### config.mk
export PLATFORM = sky130hd
export DESIGN_NAME = cal_prescaler
export DESIGN_NICKNAME = d
export VERILOG_FILES = /design/src/rtl/cal_prescaler_pkg.sv /design/src/rtl/cal_stage_div.sv /design/src/rtl/cal_second_seq.sv /design/src/rtl/cal_window_pos.sv /design/src/rtl/cal_ftest_gen.sv /design/src/rtl/cal_prescaler.sv
export SDC_FILE = /design/constraint.sdc
export NUM_CORES = 1
export LEC_CHECK = 0
export BUFFER_PORTS_ARGS = -buffer_cell sky130_fd_sc_hd__buf_2
export CORE_AREA = 2 2 79 81
export CTS_CLUSTER_DIAMETER = 200
export DETAILED_ROUTE_END_ITERATION = 7
export DIE_AREA = 0 0 81 83
export GPL_TIMING_DRIVEN = 0
export HOLD_SLACK_MARGIN = 0.1
export PLACE_DENSITY = 0.5
export REMOVE_ABC_BUFFERS = 1
export SLEW_MARGIN = 0
export SYNTH_ARGS = -nofsm -noshare
export SYNTH_HDL_FRONTEND = slang
export SYNTH_HIERARCHICAL = 1
export SYNTH_SLANG_ARGS = --single-unit
### constraint.sdc
create_clock -name clk -period 11.3 [get_ports clk]
set_input_delay 2.26 -clock clk [delete_from_list [all_inputs] [get_ports clk]]
set_output_delay 2.26 -clock clk [all_outputs]
set_load 0.02 [all_outputs]
### src/rtl/cal_prescaler_pkg.sv
package cal_prescaler_pkg;

    typedef enum logic [1:0] {
        CORR_NONE = 2'd0,
        CORR_FAST = 2'd1,
        CORR_SLOW = 2'd2
    } corr_e;

    // Decide the treatment of the current second from its window position.
    function automatic corr_e pick_corr(
        input logic        first_sec,
        input int unsigned min_idx,
        input int unsigned mag,
        input logic        sign,
        input int unsigned corr_min
    );
        int unsigned span;
        span = 2 * mag;
        if (span > corr_min) span = corr_min;
        if (first_sec && (min_idx < span))
            return sign ? CORR_FAST : CORR_SLOW;
        return CORR_NONE;
    endfunction

endpackage

### src/rtl/cal_stage_div.sv
module cal_stage_div #(
    parameter int STAGE_W = 8
) (
    input  logic clk,
    input  logic rst,
    input  logic clr,
    input  logic osc_tick,
    input  logic half,
    output logic stage_done
);
    localparam logic [STAGE_W-1:0] FULL_LIM = {STAGE_W{1'b1}};
    localparam logic [STAGE_W-1:0] HALF_LIM = STAGE_W'((1 << (STAGE_W - 1)) - 1);

    logic [STAGE_W-1:0] pre_cnt;

    assign stage_done = osc_tick && (pre_cnt == (half ? HALF_LIM : FULL_LIM));

    always_ff @(posedge clk) begin
        if (rst || clr)
            pre_cnt <= '0;
        else if (osc_tick)
            pre_cnt <= stage_done ? '0 : pre_cnt + 1'b1;
    end
endmodule

### src/rtl/cal_second_seq.sv
module cal_second_seq
    import cal_prescaler_pkg::*;
#(
    parameter int SEC_STAGES = 128
) (
    input  logic  clk,
    input  logic  rst,
    input  logic  clr,
    input  logic  stage_done,
    input  corr_e mode,
    output logic  half,
    output logic  sec_end
);
    localparam int ST_W = $clog2(SEC_STAGES + 1);
    localparam logic [ST_W-1:0] LAST_NORM = ST_W'(SEC_STAGES - 1);
    localparam logic [ST_W-1:0] LAST_SLOW = ST_W'(SEC_STAGES);

    logic [ST_W-1:0] st_cnt;
    logic [ST_W-1:0] last_st;

    assign last_st = (mode == CORR_SLOW) ? LAST_SLOW : LAST_NORM;
    assign half    = (mode == CORR_FAST) && (st_cnt == LAST_NORM);
    assign sec_end = stage_done && (st_cnt == last_st);

    always_ff @(posedge clk) begin
        if (rst || clr)
            st_cnt <= '0;
        else if (stage_done)
            st_cnt <= sec_end ? '0 : st_cnt + 1'b1;
    end
endmodule

### src/rtl/cal_window_pos.sv
module cal_window_pos #(
    parameter int SEC_PER_MIN = 60,
    parameter int CYC_MIN     = 64,
    localparam int SEC_W = $clog2(SEC_PER_MIN),
    localparam int MIN_W = $clog2(CYC_MIN)
) (
    input  logic             clk,
    input  logic             rst,
    input  logic             clr,
    input  logic             sec_end,
    output logic [SEC_W-1:0] sec_idx,
    output logic [MIN_W-1:0] min_idx,
    output logic             min_end
);
    localparam logic [SEC_W-1:0] SEC_LAST = SEC_W'(SEC_PER_MIN - 1);
    localparam logic [MIN_W-1:0] MIN_LAST = MIN_W'(CYC_MIN - 1);

    assign min_end = sec_end && (sec_idx == SEC_LAST);

    always_ff @(posedge clk) begin
        if (rst || clr) begin
            sec_idx <= '0;
            min_idx <= '0;
        end else if (sec_end) begin
            sec_idx <= min_end ? '0 : sec_idx + 1'b1;
            if (min_end)
                min_idx <= (min_idx == MIN_LAST) ? '0 : min_idx + 1'b1;
        end
    end
endmodule

### src/rtl/cal_ftest_gen.sv
module cal_ftest_gen #(
    parameter int FT_W = 6
) (
    input  logic clk,
    input  logic rst,
    input  logic stop,
    input  logic osc_tick,
    input  logic ft_wr,
    input  logic ft_wdata,
    input  logic pwr_down,
    input  logic sec_rd,
    output logic ft_out
);
    logic [FT_W-1:0] wave_cnt;
    logic            ft_en;

    always_ff @(posedge clk) begin
        if (rst)
            ft_en <= 1'b0;
        else if (pwr_down)
            ft_en <= 1'b0;
        else if (ft_wr)
            ft_en <= ft_wdata;
    end

    always_ff @(posedge clk) begin
        if (rst || stop)
            wave_cnt <= '0;
        else if (osc_tick)
            wave_cnt <= wave_cnt + 1'b1;
    end

    assign ft_out = ft_en && sec_rd && !stop && wave_cnt[FT_W-1];
endmodule

### src/rtl/cal_prescaler.sv
module cal_prescaler
    import cal_prescaler_pkg::*;
#(
    parameter int STAGE_W     = 8,
    parameter int SEC_STAGES  = 128,
    parameter int SEC_PER_MIN = 60,
    parameter int CYC_MIN     = 64,
    parameter int CORR_MIN    = 62,
    parameter int CAL_W       = 5,
    parameter int FT_W        = 6
) (
    input  logic             clk,
    input  logic             rst,
    input  logic             osc_tick,
    input  logic             stop,
    input  logic             cal_sign,
    input  logic [CAL_W-1:0] cal_mag,
    input  logic             ft_wr,
    input  logic             ft_wdata,
    input  logic             pwr_down,
    input  logic             sec_rd,
    output logic             sec_tick,
    output logic             min_strobe,
    output logic             ft_out
);
    localparam int SEC_W = $clog2(SEC_PER_MIN);
    localparam int MIN_W = $clog2(CYC_MIN);

    logic             stage_done;
    logic             half;
    logic             sec_end;
    logic             min_end;
    logic [SEC_W-1:0] sec_idx;
    logic [MIN_W-1:0] min_idx;
    corr_e            mode;

    assign mode = pick_corr(sec_idx == '0, 32'(min_idx), 32'(cal_mag),
                            cal_sign, 32'(CORR_MIN));

    cal_stage_div #(.STAGE_W(STAGE_W)) u_div (
        .clk(clk), .rst(rst), .clr(stop), .osc_tick(osc_tick),
        .half(half), .stage_done(stage_done)
    );

    cal_second_seq #(.SEC_STAGES(SEC_STAGES)) u_seq (
        .clk(clk), .rst(rst), .clr(stop), .stage_done(stage_done),
        .mode(mode), .half(half), .sec_end(sec_end)
    );

    cal_window_pos #(.SEC_PER_MIN(SEC_PER_MIN), .CYC_MIN(CYC_MIN)) u_pos (
        .clk(clk), .rst(rst), .clr(stop), .sec_end(sec_end),
        .sec_idx(sec_idx), .min_idx(min_idx), .min_end(min_end)
    );

    cal_ftest_gen #(.FT_W(FT_W)) u_ft (
        .clk(clk), .rst(rst), .stop(stop), .osc_tick(osc_tick),
        .ft_wr(ft_wr), .ft_wdata(ft_wdata), .pwr_down(pwr_down),
        .sec_rd(sec_rd), .ft_out(ft_out)
    );

    always_ff @(posedge clk) begin
        if (rst || stop) begin
            sec_tick   <= 1'b0;
            min_strobe <= 1'b0;
        end else begin
            sec_tick   <= sec_end;
            min_strobe <= min_end;
        end
    end
endmodule

Yosys cells after proc, flatten, opt, wreduce, memory -nomap -nowiden
Index checks and enable logic that the tools add are counted.

Register bits: 37. Bits in latches: 0. Memory bits (writable): 0. ROM bits: 0. Bits of input ports: 14. Output and inout port bits: 3. Logic and storage cells: 46. Memories: 0.

Add/subtract/negate cells: 5. Multipliers: 0. Div/mod/pow operators: 0. Magnitude comparators: 2. Equality and inequality tests: 7. Shifts and indexed selects: 0. Multiplexer cells: 11. Bitwise gates (word level): 0. Reduce and logical (&&, ||, !) cells: 13.

Operators with widths (number): 6-bit by 32-bit < comparator with 1-bit output (1); 8-bit two-way mux (4); 6-bit by 1-bit adder with 6-bit output (second input constant) (3); 6-bit two-way mux (3); 8-bit by 1-bit adder with 8-bit output (second input constant) (2); 8-bit == test (2); 6-bit == test (second input constant) (2); 8-bit by 7-bit == test with 1-bit output (second input constant) (1); 1-bit logical AND (8); 6-bit greater-than comparator (second input constant) (1); 6-bit zero test (1); 2-bit two-way mux (3); 2-bit by 1-bit == test with 1-bit output (second input constant) (1); 2-bit == test (second input constant) (1); 2-bit AND reduction (1); 2-bit OR reduction (1); 1-bit zero test (1); 1-bit logical OR (1); 1-bit two-way mux (1).

Logic depth before layout (Yosys ltp)
Word-level depth: 14. Gate-level depth with buffers: 18. Depth with buffers taken out: 16.

Modules after synthesis
Netlist, hierarchy kept.

Modules (own cells, without submodules): cal_window_pos (times used 1, cells an instance 72, area each 625.6 µm², sequential area each 240.2 µm²); cal_second_seq (times used 1, cells an instance 50, area each 444.2 µm², sequential area each 160.2 µm²); cal_stage_div (times used 1, cells an instance 46, area each 417.9 µm², sequential area each 160.2 µm²); cal_ftest_gen (times used 1, cells an instance 30, area each 294.0 µm², sequential area each 140.1 µm²); cal_prescaler (times used 1, cells an instance 23, area each 187.7 µm², sequential area each 40.0 µm²).

Least setup slack after synthesis
No wires, ideal clock.

Path type: input-to-reg. Start: input cal_mag[2]. End: register u_pos.min_idx[3]. Setup time: 74 ps. Arrival time: 6174 ps. Required time: 11226 ps. Setup slack: 5051 ps. Stages on the path: 16. Path buffers: 1. Cells stage by stage: inv_1 ha_1 a21oi_1 o21ai_0 a311oi_1 nand4b_1 nor4_1 xnor2_1 nor3_1 and4_4 nand2_1 o41ai_4 clkbuf_2 nand2_1 or4_1 a31oi_1.

Word-level cells in the longest chain between the ends: 14. Elaborated cells between the ends (all ways): 17. Classes of those cells: order compare (2); eq/ne (4); mux (5); reduce/logical (6).

RTL lines: from (decl) (RTL line cal_prescaler.sv:17) `input logic [CAL_W-1:0] cal_mag,`; 6-bit greater-than comparator (RTL line cal_prescaler_pkg.sv:19) `if (span > corr_min) span = corr_min;`; 6-bit two-way mux * (RTL line cal_prescaler_pkg.sv:19); 6-bit by 32-bit < comparator with 1-bit output * (RTL line cal_prescaler_pkg.sv:20) `if (first_sec && (min_idx < span))`; 1-bit logical AND * (RTL line cal_prescaler_pkg.sv:20); 1-bit two-way mux * (RTL line cal_prescaler_pkg.sv:20); 2-bit two-way mux * (RTL line cal_prescaler_pkg.sv:22) `return CORR_NONE;`; via mode[0] (RTL line cal_prescaler.sv:35) `corr_e mode;`; 2-bit by 1-bit == test with 1-bit output * (RTL line cal_second_seq.sv:22) `assign half = (mode == CORR_FAST) && (st_cnt == LAST_NORM);`; [1 not listed]; via half (RTL line cal_prescaler.sv:30) `logic half;`; 8-bit two-way mux * (RTL line cal_stage_div.sv:16) `assign stage_done = osc_tick && (pre_cnt == (half ? HALF_LIM : FULL_LIM));`; 8-bit == test * (RTL line cal_stage_div.sv:16); 1-bit logical AND * (RTL line cal_stage_div.sv:16); via stage_done (RTL line cal_prescaler.sv:29) `logic stage_done;`; 1-bit logical AND * (RTL line cal_second_seq.sv:23) `assign sec_end = stage_done && (st_cnt == last_st);`; via sec_end (RTL line cal_prescaler.sv:31) `logic sec_end;`; 1-bit logical AND (RTL line cal_window_pos.sv:18) `assign min_end = sec_end && (sec_idx == SEC_LAST);`; 2-bit AND reduction (no source line) *; to (signal assigned) (RTL line cal_window_pos.sv:27) `min_idx <= (min_idx == MIN_LAST) ? '0 : min_idx + 1'b1;`; to (decl) (RTL line cal_window_pos.sv:12) `output logic [MIN_W-1:0] min_idx,`.

Mark *: on every way through the listed nets, which the timed path passes. The rest lies on a longest branch. A chain may end at the register's enable or synchronous reset.

Final worst setup path
Ends and elaborated chain as after synthesis.

==> run_results.csv <==
group,metric,value,unit
finish,syn_to_final_growth,12.8,%
timing,tightest_slew,0.897,ns
power,power.internal,202,uW
critical_path,cp.arrival,7.30,ns
clocking,cts.path.max_buffers,2,
routing,wl_per_cell,13.0,microns
clocking,clock-sinks,37,
die,coreArea,5820,sq um
power,cellPowerDensity,116,nW/um^2
critical_path,slowest_stage,"o41ai_4",
critical_path,crit_path_start_kind,"input pin",
critical_path,crit_top_cell,"nand2_1",
finish,multiInputGateArea,1160,sq um
logic_synthesis,synthXorXnorAreaFrac,7.56,%
logic_synthesis,synth-edff-count,0,
clocking,clkLatencyLatePin,0.29,ns
logic_synthesis,synth-compound-area-share,14.2,%
routing,wl,4070,microns
logic_synthesis,synth_top_area_share,37.6,%
routing,vias,1627,
logic_synthesis,synthAdderAreaFrac,5.72,%
global_route,grt_overflow_total,0,
routing,drc,0,
logic_synthesis,avgSynthCellArea,8.91,sq um
critical_path,cp_num_buf_inv,2,
placed_design,io_buffers,16,
placed_design,hpwl,2860,microns
timing,grt_setup_unrepaired,"no",
routing,drt_iter0_markers,36,
timing,fmax,141,MHz
power,pwr-share-seq,50.9,%
power,peakVddDrop,0.0557,mV
die,die_h,83,microns
die,rows,28,
routing,drtPass1Iterations,4,
placed_design,routabilityCongestion,0.756,
power,pwr-share-comb,4.2,%
critical_path,crit_required,11.52,ns
clocking,cts_setup_buffers,0,
finish,seq_area,741,sq um
finish,design_area,2220,sq um
die,design.die.area,6720,sq um
logic_synthesis,synth-main-ff-cell,"dfxtp_1",
logic_synthesis,synthSimpleGateAreaFrac,29.5,%
clocking,post_cts_resized,0,
logic_synthesis,synthMuxAreaShare,2.03,%
clocking,holdBufCountCts,0,
timing,relSlewSlack,40.0,%
logic_synthesis,netlist_top_cells_area,"dfxtp_1 38%, ha_1 5.7%, xor2_1 4.0%",
finish,diodes,0,
critical_path,worst-setup-path-type,"input pin to flip-flop",
logic_synthesis,ys_ff_latch,37,
clocking,cts_tree,"done",
logic_synthesis,yosys-top-cells-count,"37 x dfxtp_1, 19 x nand2_1, 16 x nor2_1, 11 x a21oi_1, 11 x nor3_1",
critical_path,cp_slowest_stage_delay,0.81,ns
global_route,antenna_found_initial,0,
logic_synthesis,synth_top_family_by_area,"simple AND/OR/NAND/NOR gates",
global_route,grt_pass1_vias,1566,
routing,via_per_inst,5.20,
clocking,htree_levels,2,
power,p_leak,0.832,nW
logic_synthesis,yosysWarnings,6,
logic_synthesis,synth_cell_types,53,
timing,fin_crit,7.08,ns
critical_path,path_max_fanout,17,
global_route,grt_pass1_wl,7100,microns
logic_synthesis,ys_seq_area_share,37.6,%
finish,layout.nets,260,
power,switching_share,22.0,%
timing,slew_violations,0,
power,clockPowerShare,45.0,%
logic_synthesis,synth_most_common_cell,"dfxtp_1",
critical_path,path_cells,"buf_2, inv_1, ha_1, a21oi_1, o21ai_0, a311oi_1, nand4b_1, nor4_1, xnor2_1, nor3_1, and4_4, nand2_1, o41ai_4, nand2_1, or4_1, a31oi_1",
logic_synthesis,netlist_instances,221,
worst_hold_path,hold_path_class,"flip-flop to flip-flop",
die,die_w,81,microns
placed_design,place_area,2110,sq um
routing,postRouteAntennaNets,0,
die,io_pins,17,
clocking,clk_pin_slew,0.08,ns
timing,tns,0,ns
run_status,status,"complete, no violations",
logic_synthesis,yosysTopAreaCell,"dfxtp_1",
timing,hold_viol_final,0,
power,p_switching,57.0,uW
logic_synthesis,synth_area,1970,sq um
die,start_util,33.9,%
run,cap_violations,0,
critical_path,end_kind,"flip-flop",
clocking,root_buffer,"clkbuf_8",
clocking,cts_buffers,5,
timing,fin_crit_sh,62.7,%
timing,finalSetupViolCount,0,
global_route,grt.total_usage,13.3,%
global_route,grt_max_degree,18,
finish,drive_above_1_share,16.8,%
finish,fill_cells,631,
critical_path,cp_top_family,"simple AND/OR/NAND/NOR gates",
timing,fin_skew,0.0105,ns
logic_synthesis,async_flop_share,0,%
==> routing by layer <==
metal | vias to the layer above | wire length, microns | GRT usage (%) | part of all wire (%)
li1 | 845 | - | - | -
met1 | 752 | 2130 | 18.6 | 52
met2 | 23 | 1740 | 19.7 | 43
met3 | 7 | 141 | 2.93 | 3.5
met4 | 0 | 60 | 5.08 | 1.5
met5 | - | 0 | 0 | 0
==> cells in the final DEF (no fill, tap or decap), types with 2 or more instances in the layout <==
cell        n
dfxtp_1    37
nand2_1    19
buf_2      16
nor2_1     16
a21oi_1    11
nor3_1     11
nand3_1    10
inv_1       9
o21ai_0     9
ha_1        9
xor2_1      9
xnor2_1     8
clkbuf_8    5
nand4_1     5
a311oi_1    4
or2_2       4
mux2i_1     4
nor2b_1     3
or3_1       3
nor4_1      3
nand3b_1    3
nor3b_1     2
nand4_2     2
a31oi_1     2
nand2b_1    2
or4_1       2
o2111ai_1   2
nand4b_1    2
o21ai_1     2
==> worst reg2reg max path: stages, from the launching register on <==
cell	delay [ns]
dfxtp_1	0.44
ha_1	0.28
a21oi_1	0.14
o21ai_0	0.14
a311oi_1	0.42
nand4b_1	0.16
nor4_1	0.54
xnor2_1	0.21
nor3_1	0.60
and4_4	0.40
nand2_1	0.09
o41ai_4	0.81
nand2_1	0.39
or4_1	0.60
a31oi_1	0.17
==> metrics by stage <==
| step | power [mW] | hold slack, ns | worst slack [ns] | std cells | util, % |
|---|---|---|---|---|---|
| 3_5_place_dp | 0.146 | 0.481 | 3.88 | 305 | 36.3 |
| 6_report | 0.259 | 0.486 | 4.22 | 313 | 38.2 |
| 5_1_grt | 0.270 | 0.546 | 3.65 | 313 | 38.2 |
| 4_1_cts | 0.265 | 0.493 | 4.15 | 313 | 38.2 |
| 2_1_floorplan | 0.140 | 0.454 | 5.01 | 214 | - |
| 3_3_place_gp | 0.145 | 0.476 | 3.86 | 305 | 36.3 |
==> cell type report <==
| type | count | area share, % |
|---|---|---|
| clock buffers | 6 | 3.27 |
| clock inverters | 2 | 1.75 |
| inverters | 9 | 1.52 |
| multi-input cells | 168 | 52.3 |
| flip-flops and latches | 37 | 33.3 |
| well taps | 75 | 4.22 |
| repair buffers | 16 | 3.60 |
==> power by group through the flow <==
| stage | Combinational (mW) | Sequential (mW) | Clock (mW) |
|---|---|---|---|
| 2_1_floorplan | 0.00571 | 0.134 | 0 |
| 3_3_place_gp | 0.0107 | 0.135 | 0 |
| 3_5_place_dp | 0.0110 | 0.135 | 0 |
| 4_1_cts | 0.0110 | 0.132 | 0.122 |
| 5_1_grt | 0.0124 | 0.132 | 0.126 |
| 6_report | 0.0108 | 0.132 | 0.116 |
==> sequential cells by signal (all words and copies together), names as in the netlist <==
signal / flops
min_strobe: 1
u_div/pre_cnt: 8
u_pos/sec_idx: 6
u_pos/min_idx: 6
sec_tick: 1
u_seq/st_cnt: 8
u_ft/wave_cnt: 6
u_ft/ft_en: 1
==> path summary, 6_finish.rpt <==
path / startpoint / endpoint / slack, ns / cells after the start
max: cal_mag[2] / u_pos/min_idx[3] / 4.22 / 16
max reg2reg: u_pos/min_idx[3] / u_pos/min_idx[3] / 5.86 / 14
min reg2reg: u_ft/wave_cnt[5] / u_ft/wave_cnt[5] / 0.49 / 2
min: u_ft/wave_cnt[5] / u_ft/wave_cnt[5] / 0.49 / 2
==> logic make-up (layout without fill, tap and decap cells) <==
kind of cell / after synthesis / in the layout
AND/OR/NAND/NOR: 99 / 99
buffers and inverters: 16 / 33
AO/OA/AOI/OAI: 39 / 39
adder cells (fa/ha/maj): 9 / 9
XOR/XNOR: 17 / 17
flip-flops: 37 / 37
multiplexers: 4 / 4
Power figures use the tool's default switching activity.
